**config.mk**
```make
export PLATFORM = sky130hd
export DESIGN_NAME = misalign_splitter
export DESIGN_NICKNAME = d
export VERILOG_FILES = /design/src/rtl/misalign_splitter.sv
export SDC_FILE = /design/constraint.sdc
export NUM_CORES = 1
export LEC_CHECK = 0
export BUFFER_PORTS_ARGS = -buffer_cell sky130_fd_sc_hd__buf_2
export CORE_MARGIN = 10
export CORE_UTILIZATION = 25
export CTS_CLUSTER_DIAMETER = 120
export DETAILED_ROUTE_END_ITERATION = 8
export PLACE_DENSITY = 0.57
export SKIP_CTS_REPAIR_TIMING = 1
export SYNTH_ARGS = -nofsm -noshare
export SYNTH_HDL_FRONTEND = slang
export SYNTH_SLANG_ARGS = --single-unit
```
**constraint.sdc**
```tcl
create_clock -name clk -period 5.75 [get_ports clk]
set_clock_uncertainty 0.15 [all_clocks]
set_input_delay 0.575 -clock clk [delete_from_list [all_inputs] [get_ports clk]]
set_output_delay 0.575 -clock clk [all_outputs]
set_load 0.03 [all_outputs]
```
**src/rtl/misalign_splitter.sv**
```systemverilog
module misalign_splitter #(
  parameter int AW = 32
) (
  input  logic          clk,
  input  logic          rst_n,
  input  logic          req_valid,
  input  logic [AW-1:0] req_addr,
  input  logic [1:0]    req_size,
  output logic          busy,
  output logic          cyc_valid,
  output logic [AW-1:0] cyc_addr,
  output logic [3:0]    cyc_be_n,
  output logic          cyc_last,
  input  logic          cyc_ready
);
  localparam int DW = AW - 2;

  logic [DW-1:0] dw_q;
  logic [1:0]    off_q;
  logic [1:0]    size_q;
  logic          phase_q;

  logic [3:0] fill;
  logic [3:0] upper;
  logic [3:0] lower;
  logic [3:0] whole;
  logic [3:0] mask;
  logic [3:0] span;
  logic       split;

  always_comb begin
    case (size_q)
      2'd0:    fill = 4'b0001;
      2'd1:    fill = 4'b0011;
      default: fill = 4'b1111;
    endcase
  end

  assign span  = {2'b00, off_q} + (size_q[1] ? 4'd4 : (size_q[0] ? 4'd2 : 4'd1));
  assign split = span > 4'd4;

  always_comb begin
    case (span)
      4'd5:    upper = 4'b0001;
      4'd6:    upper = 4'b0011;
      4'd7:    upper = 4'b0111;
      default: upper = 4'b0000;
    endcase
  end

  assign whole = fill << off_q;
  assign lower = 4'b1111 << off_q;

  always_comb begin
    if (!busy)       mask = 4'b0000;
    else if (!split) mask = whole;
    else if (phase_q) mask = lower;
    else             mask = upper;
  end

  assign cyc_be_n  = ~mask;
  assign cyc_valid = busy;
  assign cyc_last  = busy && (!split || phase_q);
  assign cyc_addr  = {(split && !phase_q) ? dw_q + DW'(1) : dw_q, 2'b00};

  always_ff @(posedge clk or negedge rst_n) begin
    if (!rst_n) begin
      busy    <= 1'b0;
      phase_q <= 1'b0;
      dw_q    <= '0;
      off_q   <= '0;
      size_q  <= '0;
    end else if (!busy) begin
      if (req_valid) begin
        busy    <= 1'b1;
        phase_q <= 1'b0;
        dw_q    <= req_addr[AW-1:2];
        off_q   <= req_addr[1:0];
        size_q  <= req_size;
      end
    end else if (cyc_ready) begin
      if (split && !phase_q) phase_q <= 1'b1;
      else                   busy    <= 1'b0;
    end
  end
endmodule


```
Yosys cells after proc, flatten, opt, wreduce, memory -nomap -nowiden
Index checks and enable logic that the tools add are counted.
{"block": "classes", "eq_ne": 6, "bitwise_logic": 2, "shifts": 2, "n_mux": 16, "addsub": 2, "n_lt_le_gt_ge": 1, "reduce_logical": 9}
{"operator": "$add 30x1->30 const B", "count": 1}
{"operator": "$mux 30", "count": 1}
{"operator": "$eq 4x3->1 const B", "count": 3}
{"operator": "$mux 4", "count": 3}
{"operator": "$pmux 3 s3", "count": 1}
{"operator": "$mux 1", "count": 8}
{"operator": "$pmux 4 s2", "count": 1}
{"operator": "$add 2x3->4", "count": 1}
{"operator": "$gt 4x3->1 const B", "count": 1}
{"operator": "$ne 2x1->1 const B", "count": 2}
{"operator": "$not 4->4", "count": 1}
{"operator": "$shl 4x2->4", "count": 1}
{"operator": "$shl 4x2->4 const A", "count": 1}
{"operator": "$mux 3", "count": 1}
{"operator": "$reduce_and 3->1", "count": 1}
{"operator": "$eq 2x1->1 const B", "count": 1}
{"operator": "$logic_and 1x1->1", "count": 2}
{"operator": "$logic_not 1->1", "count": 2}
{"operator": "$logic_not 2->1", "count": 1}
{"operator": "$mux 2", "count": 1}
{"operator": "$reduce_and 2->1", "count": 1}
{"operator": "$reduce_bool 2->1", "count": 1}
{"operator": "$logic_or 1x1->1", "count": 1}
{"operator": "$not 1->1", "count": 1}
{"block": "word_totals", "regBits": 36, "inputBits": 38, "output_inout_bits": 39}

Longest topological paths before layout
Gate-level depths: netlist (run 1).
{"block": "depth", "depth_word": 9, "ltp_mapped": 11}

Worst setup path after synthesis (run 1)
OpenSTA, ideal clock, no wires.
{"block": "synth_path", "kind": "flip-flop to output port", "from": "register size_q[1]", "to": "output cyc_addr[28]", "stages_incl_launch_ff": 12, "required_ns": 5.025, "arrival_time_ns": 2.905, "path_buffers": 2, "path_slack_ns": 2.120, "path_cell_list": "dfrtp_1 buf_2 nor2_1 ha_1 inv_1 fa_1 xnor2_2 a22oi_2 or2_1 buf_6 nor4_1 xor2_1"}
{"block": "synth_between", "elab_chain_len": 5}
{"element": "start: declaration", "line_no": "20", "text": "logic [1:0] size_q;"}
{"element": "start signal: assignment", "line_no": "79", "text": "size_q <= req_size;"}
{"element": "$mux 3", "line_no": "39", "text": "assign span = {2'b00, off_q} + (size_q[1] ? 4'd4 : (size_q[0] ? 4'd2 : 4'd1));"}
{"element": "$add 2x3->4", "line_no": "39"}
{"element": "$gt 4x3->1", "line_no": "40", "text": "assign split = span > 4'd4;"}
{"element": "$logic_and 1x1->1", "line_no": "64", "text": "assign cyc_addr = {(split && !phase_q) ? dw_q + DW'(1) : dw_q, 2'b00};"}
{"element": "$mux 30", "line_no": "64"}
{"element": "end: declaration", "line_no": "11", "text": "output logic [AW-1:0] cyc_addr,"}
No other way between the ends.

Final worst setup path (run 1)
{"block": "layout_path", "from": "register size_q[1]", "to": "output cyc_addr[19]"}
The elaborated chain is that of the path after synthesis.

==> results of run 1 <==
-- layer usage --
metal	track usage, %	part of all wire (%)
met4	1.84	0.49
met3	3.51	7.6
met2	15.1	46
met1	12.7	46
met5	0	0
-- flip-flops by register name, indices dropped and copies added, names as in the netlist --
register,count
dw_q,30
size_q,2
off_q,2
busy,1
phase_q,1
-- synth_stat cells (all sizes together), types with 3 or more instances --
master / n
dfrtp: 36
mux2: 28
nand2: 27
xnor2: 19
nand4: 11
nor2: 11
xor2: 11
inv: 10
o21ai: 10
nand3: 9
buf: 6
clkbuf: 6
nor4: 5
and3: 4
ha: 4
nor3: 3
or2: 3
-- area by class of cell --
class | count | area, µm² | area share [%]
repair buffers | 74 | 370 | 13.3
clock inverters | 2 | 35.0 | 1.26
clock buffers | 6 | 72.6 | 2.61
multi-input cells | 168 | 1230 | 44.2
well taps | 108 | 135 | 4.86
flip-flops and latches | 36 | 901 | 32.4
inverters | 10 | 37.5 | 1.35
-- worst register-to-register path, cell delays in order (launching register included) --
cell	delay, ns
dfrtp_1	0.54
nor2_1	0.23
ha_1	0.20
inv_1	0.06
fa_1	0.43
xnor2_2	0.21
a32oi_1	0.56
nand2_1	0.11
a21o_1	0.19
-- cells by family after synthesis --
logic type	share of synthesized area, %
fa+ha+maj	3.16
xor+xnor	12.2
flops	40.6
compound gates	6.54
mux	14.2
other cells	0.169
simple gates	18.5
buf+inv	4.68
-- path summary, 6_finish.rpt --
| path | start | to | slack (ns) | cells past startpoint |
|---|---|---|---|---|
| max in group asynchronous | rst_n | dw_q[1] | 4.67 | 1 |
| setup reg to reg | size_q[1] | busy | 2.97 | 8 |
| hold reg to reg | dw_q[29] | dw_q[29] | 0.39 | 1 |
| hold / removal | rst_n | dw_q[8] | 0.24 | 1 |
| min in group clk | req_addr[1] | off_q[1] | 0.34 | 3 |
| setup / recovery | size_q[1] | cyc_addr[19] | 1.64 | 10 |
-- report_power, final --
part / total, mW / switching [mW] / internal (mW)
registers: 0.549 / 0.167 / 0.382
clock network: 0.224 / 0.0952 / 0.129
logic: 1.19 / 0.771 / 0.421
total: 1.96 / 1.03 / 0.932
-- metrics by stage --
| step | power, mW | std cells |
|---|---|---|
| after floorplan | 1.40 | 226 |
| after global placement | 1.74 | 396 |
| after detailed placement | 1.76 | 396 |
| after CTS | 2.00 | 404 |
| after global routing | 2.12 | 404 |
| final | 1.96 | 404 |
==> results.cfg, run 1 <==
[place]
placement.io_buffers = 74
placed_area_um2 = 2670
hpwlAfterDp_um = 5100
place.gp.congestion = 0.808
place_ws_ns = 1.92

[yosys]
syn_inst = 225
async_reset_ff_share_pct = 100
synth.avg_cell_area_um2 = 9.87
synth_area_leaders = dfrtp_1 41%, mux2_2 14%, xnor2_1 7.1%
ys_seq_area_share_pct = 40.6
ys.flop_type = dfrtp_1
netlist_area_um2 = 2220
synth_edf_count = 0
synth_top_area_share_pct = 40.6
yosys_register_bits = 36
ys_warn_count = 0
synth.distinct_cells = 40
yosysTopAreaCell = dfrtp_1

[clock_network]
root_buffer = clkbuf_8
clock_path_buffers = 2
clkTransAtPathRegs_ns = 0.08
clock_sinks = 36
clock_latency_ns = 0.28
cts_tree = built
ctsHtreeMaxLevel = 2
cts-buffers-inserted = 5

[pwr]
powerDensity_nw_per_um2 = 707
max-vdd-ir-drop_mv = 0.233
p_leak_nw = 1.24

[floorplanning]
die_y_um = 114
rows = 34
dieWidth_um = 114
initial_core_util_pct = 25.6
pin_count = 77
die_area_um2 = 13100
core_um2 = 8680

[final_layout]
antenna_cells = 0
final_common_cell = buf_2
utilization_pct = 32.0
design_area_um2 = 2780
final_cell_mix = 74 x buf_2, 36 x dfrtp_1, 28 x mux2_2
nNetsFinal = 338
num-fill-cells = 939
area_growth_pct = 25.1
layout-drive-gt1-share_pct = 38.9

[critical_path]
start_kind = flip-flop
path_cells = nor2_1, ha_1, inv_1, fa_1, a21oi_1, a32oi_1, nor4_1, nand3_1, xnor2_1, buf_2
endpoint_kind = output pin
cp_max_fo = 13
cpPeakStageDelay_ns = 0.54
required_ns = 5.03
critPathArrivalTime_ns = 3.39
path_buf_inv = 2
setup.worst_path.class = reg -> out
slowest_stage = dfrtp_1
cp_top_family = simple AND/OR/NAND/NOR gates

[global_route]
grt_max_degree = 43
globalRoute.totalOverflow = 0
grt_pass1_wl_um = 10400
grt_usage_pct = 9.72
grt_pass1_vias = 2014
antenna_found_initial = 0

[timing]
period_share_pct = 71.5
setup_ws_ns = 1.64
slew_violations = 0
holdWs_ns = 0.236
slew_headroom_pct = 27.8
tns_ns = 0
fmaxAchievable_mhz = 243
setup_viol = 0
hold_viol = 0
rsz0062_at_grt = false
finalCriticalPeriod_ns = 4.11
tightest_slew_ns = 1.08

[routing]
ant_nets = 0
first_iter_violations = 171
wl_per_cell_um = 16.0
vias_per_cell = 4.63
vias = 1871
totalWireLength_um = 6470
drt-pass1-iter-count = 4
drc = 0

[run]
maxCapViolCount = 0

[min_path]
hold_path_class = in -> async

[status]
status = finished, final reports clean
No activity file was read; power rests on OpenSTA's default activity.
==> inputs of run 2 (changes only) <==
==> constraint.sdc (replaced) <==
create_clock -name clk -period 4.1 [get_ports clk]
set_clock_uncertainty 0.15 [all_clocks]
set_input_delay 0.41 -clock clk [delete_from_list [all_inputs] [get_ports clk]]
set_output_delay 0.41 -clock clk [all_outputs]
set_load 0.03 [all_outputs]
==> run 2 against run 1 <==
Register-to-register slack got worse by 1.6 ns. Count of clock-buffer cells in the layout increased by 1. Final cell count decreased by 0.25%. Worst hold slack got worse by 0.16 ns. Via count increased by 0.59%. Critical path depth unchanged. First-iteration DRC count increased by 1.8%. Global-route usage decreased by 0.21 points. Core utilization about the same. Total power increased by 38%. Setup slack got worse by 1.4 ns. Clock power increased by 24%. Critical path type unchanged.
==> results.cfg, run 2 (synthesized netlist as in run 1, its figures left out) <==
[clock_network]
clock_path_buffers = 2
clock_latency_ns = 0.29
cts_tree = built
cts-buffers-inserted = 5
clkTransAtPathRegs_ns = 0.07
clock_sinks = 36
root_buffer = clkbuf_8
ctsHtreeMaxLevel = 2

[routing]
wl_per_cell_um = 15.8
first_iter_violations = 174
ant_nets = 0
drc = 0
totalWireLength_um = 6360
drt-pass1-iter-count = 4
vias = 1882
vias_per_cell = 4.67

[floorplanning]
die_area_um2 = 13100
die_y_um = 114
dieWidth_um = 114
core_um2 = 8680
rows = 34
initial_core_util_pct = 25.6
pin_count = 77

[final_layout]
largest_reg_flops = 30
area_growth_pct = 25.0
final_cell_mix = 74 x buf_2, 35 x dfrtp_1, 28 x mux2_2
final_common_cell = buf_2
antenna_cells = 0
fin_cells = 403
largest-register = dw_q
design_area_um2 = 2780
reg_top3 = dw_q x30, off_q x2, size_q x2
nNetsFinal = 338
layout-drive-gt1-share_pct = 40.0

[global_route]
grt_usage_pct = 9.51
grt_util_met1_pct = 12.0
grt_pass1_vias = 2031
grt_pass1_wl_um = 10100
globalRoute.totalOverflow = 0
met2_usage_pct = 14.8
grtUsageMet3_pct = 4.14
grt_max_degree = 43
busiest_layer = met2
antenna_found_initial = 0

[place]
placed_area_um2 = 2670
hpwlAfterDp_um = 4920
place.gp.congestion = 0.808
place_inst = 396
placement.io_buffers = 74

[pwr]
power_mw = 2.72
max-vdd-ir-drop_mv = 0.346
powerDensity_nw_per_um2 = 980
p_leak_nw = 1.23

[min_path]
hold_path_class = in -> async

[critical_path]
required_ns = 3.54
path_buf_inv = 2
setup.worst_path.class = reg -> out
slowest_stage = nor4_2
start_kind = flip-flop
path_cells = nor2_1, ha_1, inv_1, fa_1, a21oi_1, a32oi_1, nor4_2, nand3_1, xnor2_1, buf_2
cpPeakStageDelay_ns = 0.52
critPathArrivalTime_ns = 3.27
cp_top_family = simple AND/OR/NAND/NOR gates
endpoint_kind = output pin
cp_max_fo = 13

[timing]
tightest_slew_ns = 1.07
tns_ns = 0
finalCriticalPeriod_ns = 3.83
slew_headroom_pct = 28.8
slew_violations = 0
rsz0062_at_grt = false
holdWs_ns = 0.0791
fmaxAchievable_mhz = 261
setup_viol = 0
period_share_pct = 93.3
hold_viol = 0

[run]
maxCapViolCount = 0

[status]
status = finished, final reports clean
[run 2: changes by cell type in the layout (fill, tap and decap cells not counted), sizes merged]
cell,previous run,this run
clkbuf,6,7
clkinv,1,0
bufinv,1,0
[run 2: per-layer routing]
layer | vias to the layer above | routed length, µm
met5 | - | 0
met4 | 0 | 39
met3 | 6 | 514
met2 | 58 | 2920
met1 | 905 | 2890
li1 | 913 | -
[run 2: through the flow]
stage	setup WS, ns	util (%)
after floorplan	0.635	-
after global placement	0.599	30.8
after detailed placement	0.484	30.8
after CTS	0.164	31.9
after global routing	0.0376	32.0
final	0.273	32.0
[run 2: layout make-up]
class | instances | area, µm²
fill | 938 | 5900
tap | 108 | 135
clock buffer | 7 | 96.3
timing repair buffer | 74 | 370
inverter | 10 | 37.5
sequential | 36 | 902
multi-input combinational | 168 | 1230
[run 2: worst paths after layout]
kind                             start  depth (start not counted)  slack, ns           end
max                          size_q[1]                         10       0.27  cyc_addr[19]
min                              rst_n                          1       0.08       dw_q[6]
max reg2reg                  size_q[1]                          8       1.38          busy
min reg2reg                   dw_q[29]                          1       0.39      dw_q[29]
max in group asynchronous        rst_n                          1       3.14     size_q[1]
min in group clk           req_addr[0]                          3       0.17      off_q[0]
[run 2: power by group]
group          total, mW  switching [mW]  internal [mW]
Combinational       1.67            1.08          0.591
Clock              0.278           0.129          0.150
Sequential         0.770           0.233          0.537
==> inputs of run 3 (changes only) <==
--- a/config.mk
+++ b/config.mk
@@ -6,11 +6,13 @@
 export NUM_CORES = 1
 export LEC_CHECK = 0
 export BUFFER_PORTS_ARGS = -buffer_cell sky130_fd_sc_hd__buf_2
+export CELL_PAD_IN_SITES_DETAIL_PLACEMENT = 0
+export CELL_PAD_IN_SITES_GLOBAL_PLACEMENT = 1
 export CORE_MARGIN = 10
 export CORE_UTILIZATION = 25
 export CTS_CLUSTER_DIAMETER = 120
 export DETAILED_ROUTE_END_ITERATION = 8
-export PLACE_DENSITY = 0.57
+export PLACE_DENSITY = 0.68
 export SKIP_CTS_REPAIR_TIMING = 1
 export SYNTH_ARGS = -nofsm -noshare
 export SYNTH_HDL_FRONTEND = slang
==> run 3 against run 2 <==
Combinational power about the same. Design area up 0.54%. First-iteration DRC count down 66%. Global-route usage up 0.34 points. Routed wire length down 0.47%. Count of clock-buffer cells in the layout up 1. Non-clock buffer count up 2.
==> results.cfg, run 3 (synthesized netlist as in run 1, its figures left out) <==
[timing]
slew_violations = 0
tns_ns = 0
finalCriticalPeriod_ns = 3.81
setup_viol = 0
hold_viol = 0
rsz0062_at_grt = false
slew_headroom_pct = 26.3
tightest_slew_ns = 1.10
period_share_pct = 92.8
fmaxAchievable_mhz = 263

[final_layout]
layout-drive-gt1-share_pct = 40.3
final_common_cell = buf_2
reg_top3 = dw_q x30, off_q x2, size_q x2
largest_reg_flops = 30
antenna_cells = 0
area_growth_pct = 25.6
largest-register = dw_q
nNetsFinal = 340
final_cell_mix = 74 x buf_2, 35 x dfrtp_1, 28 x mux2_2

[global_route]
grt_max_degree = 43
antenna_found_initial = 0
globalRoute.totalOverflow = 0
grt_usage_pct = 9.85
grt_pass1_wl_um = 10400
grt_pass1_vias = 2041

[floorplanning]
initial_core_util_pct = 25.6
dieWidth_um = 114
rows = 34
pin_count = 77
core_um2 = 8680
die_area_um2 = 13100
die_y_um = 114

[routing]
drc = 0
ant_nets = 0
wl_per_cell_um = 15.6
vias = 1854
first_iter_violations = 60
totalWireLength_um = 6330
vias_per_cell = 4.57
drt-pass1-iter-count = 4

[clock_network]
clock_latency_ns = 0.29
root_buffer = clkbuf_8
clock_path_buffers = 2
cts_tree = built
cts-buffers-inserted = 5
ctsHtreeMaxLevel = 2
clock_sinks = 36
clkTransAtPathRegs_ns = 0.08

[pwr]
powerDensity_nw_per_um2 = 981
max-vdd-ir-drop_mv = 0.279
p_leak_nw = 1.24
power_mw = 2.74

[place]
place.gp.congestion = 0.734
placement.io_buffers = 74
hpwlAfterDp_um = 4920

[critical_path]
required_ns = 3.54
critPathArrivalTime_ns = 3.25
endpoint_kind = output pin
setup.worst_path.class = reg -> out
cp_max_fo = 13
start_kind = flip-flop

[run]
maxCapViolCount = 0

[status]
status = finished, final reports clean

[min_path]
hold_path_class = in -> async
[run 3: changes by cell type in the layout (fill, tap and decap cells not counted), sizes merged]
cell,change
buf,+2
clkbuf,+1
[run 3: critical path, stage by stage (launching register included)]
cell and delay, ns:
dfrtp_2 0.50, nor2_1 0.17, ha_1 0.19, inv_1 0.05
fa_1 0.42, xnor2_2 0.26, a22oi_2 0.13, nor4_1 0.66
nand4_1 0.19, xnor2_1 0.16, buf_2 0.22
[run 3: final timing paths]
| kind | from | to | slack (ns) | depth (start not counted) |
|---|---|---|---|---|
| max | size_q[1] | cyc_addr[20] | 0.29 | 10 |
| min | rst_n | dw_q[11] | 0.07 | 1 |
| max reg2reg | size_q[1] | busy | 1.73 | 9 |
| min reg2reg | dw_q[29] | dw_q[29] | 0.39 | 1 |
| max in group asynchronous | rst_n | size_q[1] | 3.15 | 1 |
| min in group clk | req_addr[0] | off_q[0] | 0.17 | 3 |
[run 3: area by class of cell]
| class | count | area, µm² |
|---|---|---|
| fillers | 952 | 5890 |
| multi-input cells | 168 | 1240 |
| flip-flops and latches | 36 | 902 |
| repair buffers | 76 | 385 |
| well taps | 108 | 135 |
| clock buffers | 8 | 90.1 |
| inverters | 10 | 37.5 |
[run 3: where the power goes]
group | internal, mW | switching [mW] | total (mW) | leakage, nW
clock network | 0.137 | 0.132 | 0.270 | 0.0455
registers | 0.537 | 0.229 | 0.767 | 0.425
logic | 0.622 | 1.08 | 1.70 | 0.765
[run 3: per-layer routing]
metal	global-route usage [%]	share of wire [%]
met1	12.3	44
met2	15.7	47
met3	3.25	6.9
met4	3.09	1.9
met5	0	0
[run 3: metrics by stage]
stage	std cells	hold WS, ns	setup slack [ns]	cell area (µm²)	util, %
after floorplan	226	-0.0356	0.635	2220	-
after global routing	406	0.151	0.0147	2790	32.2
after global placement	398	0.372	0.571	2690	31.0
final	406	0.0734	0.294	2790	32.2
after detailed placement	398	0.380	0.524	2690	31.0
after CTS	406	0.109	0.183	2780	32.0
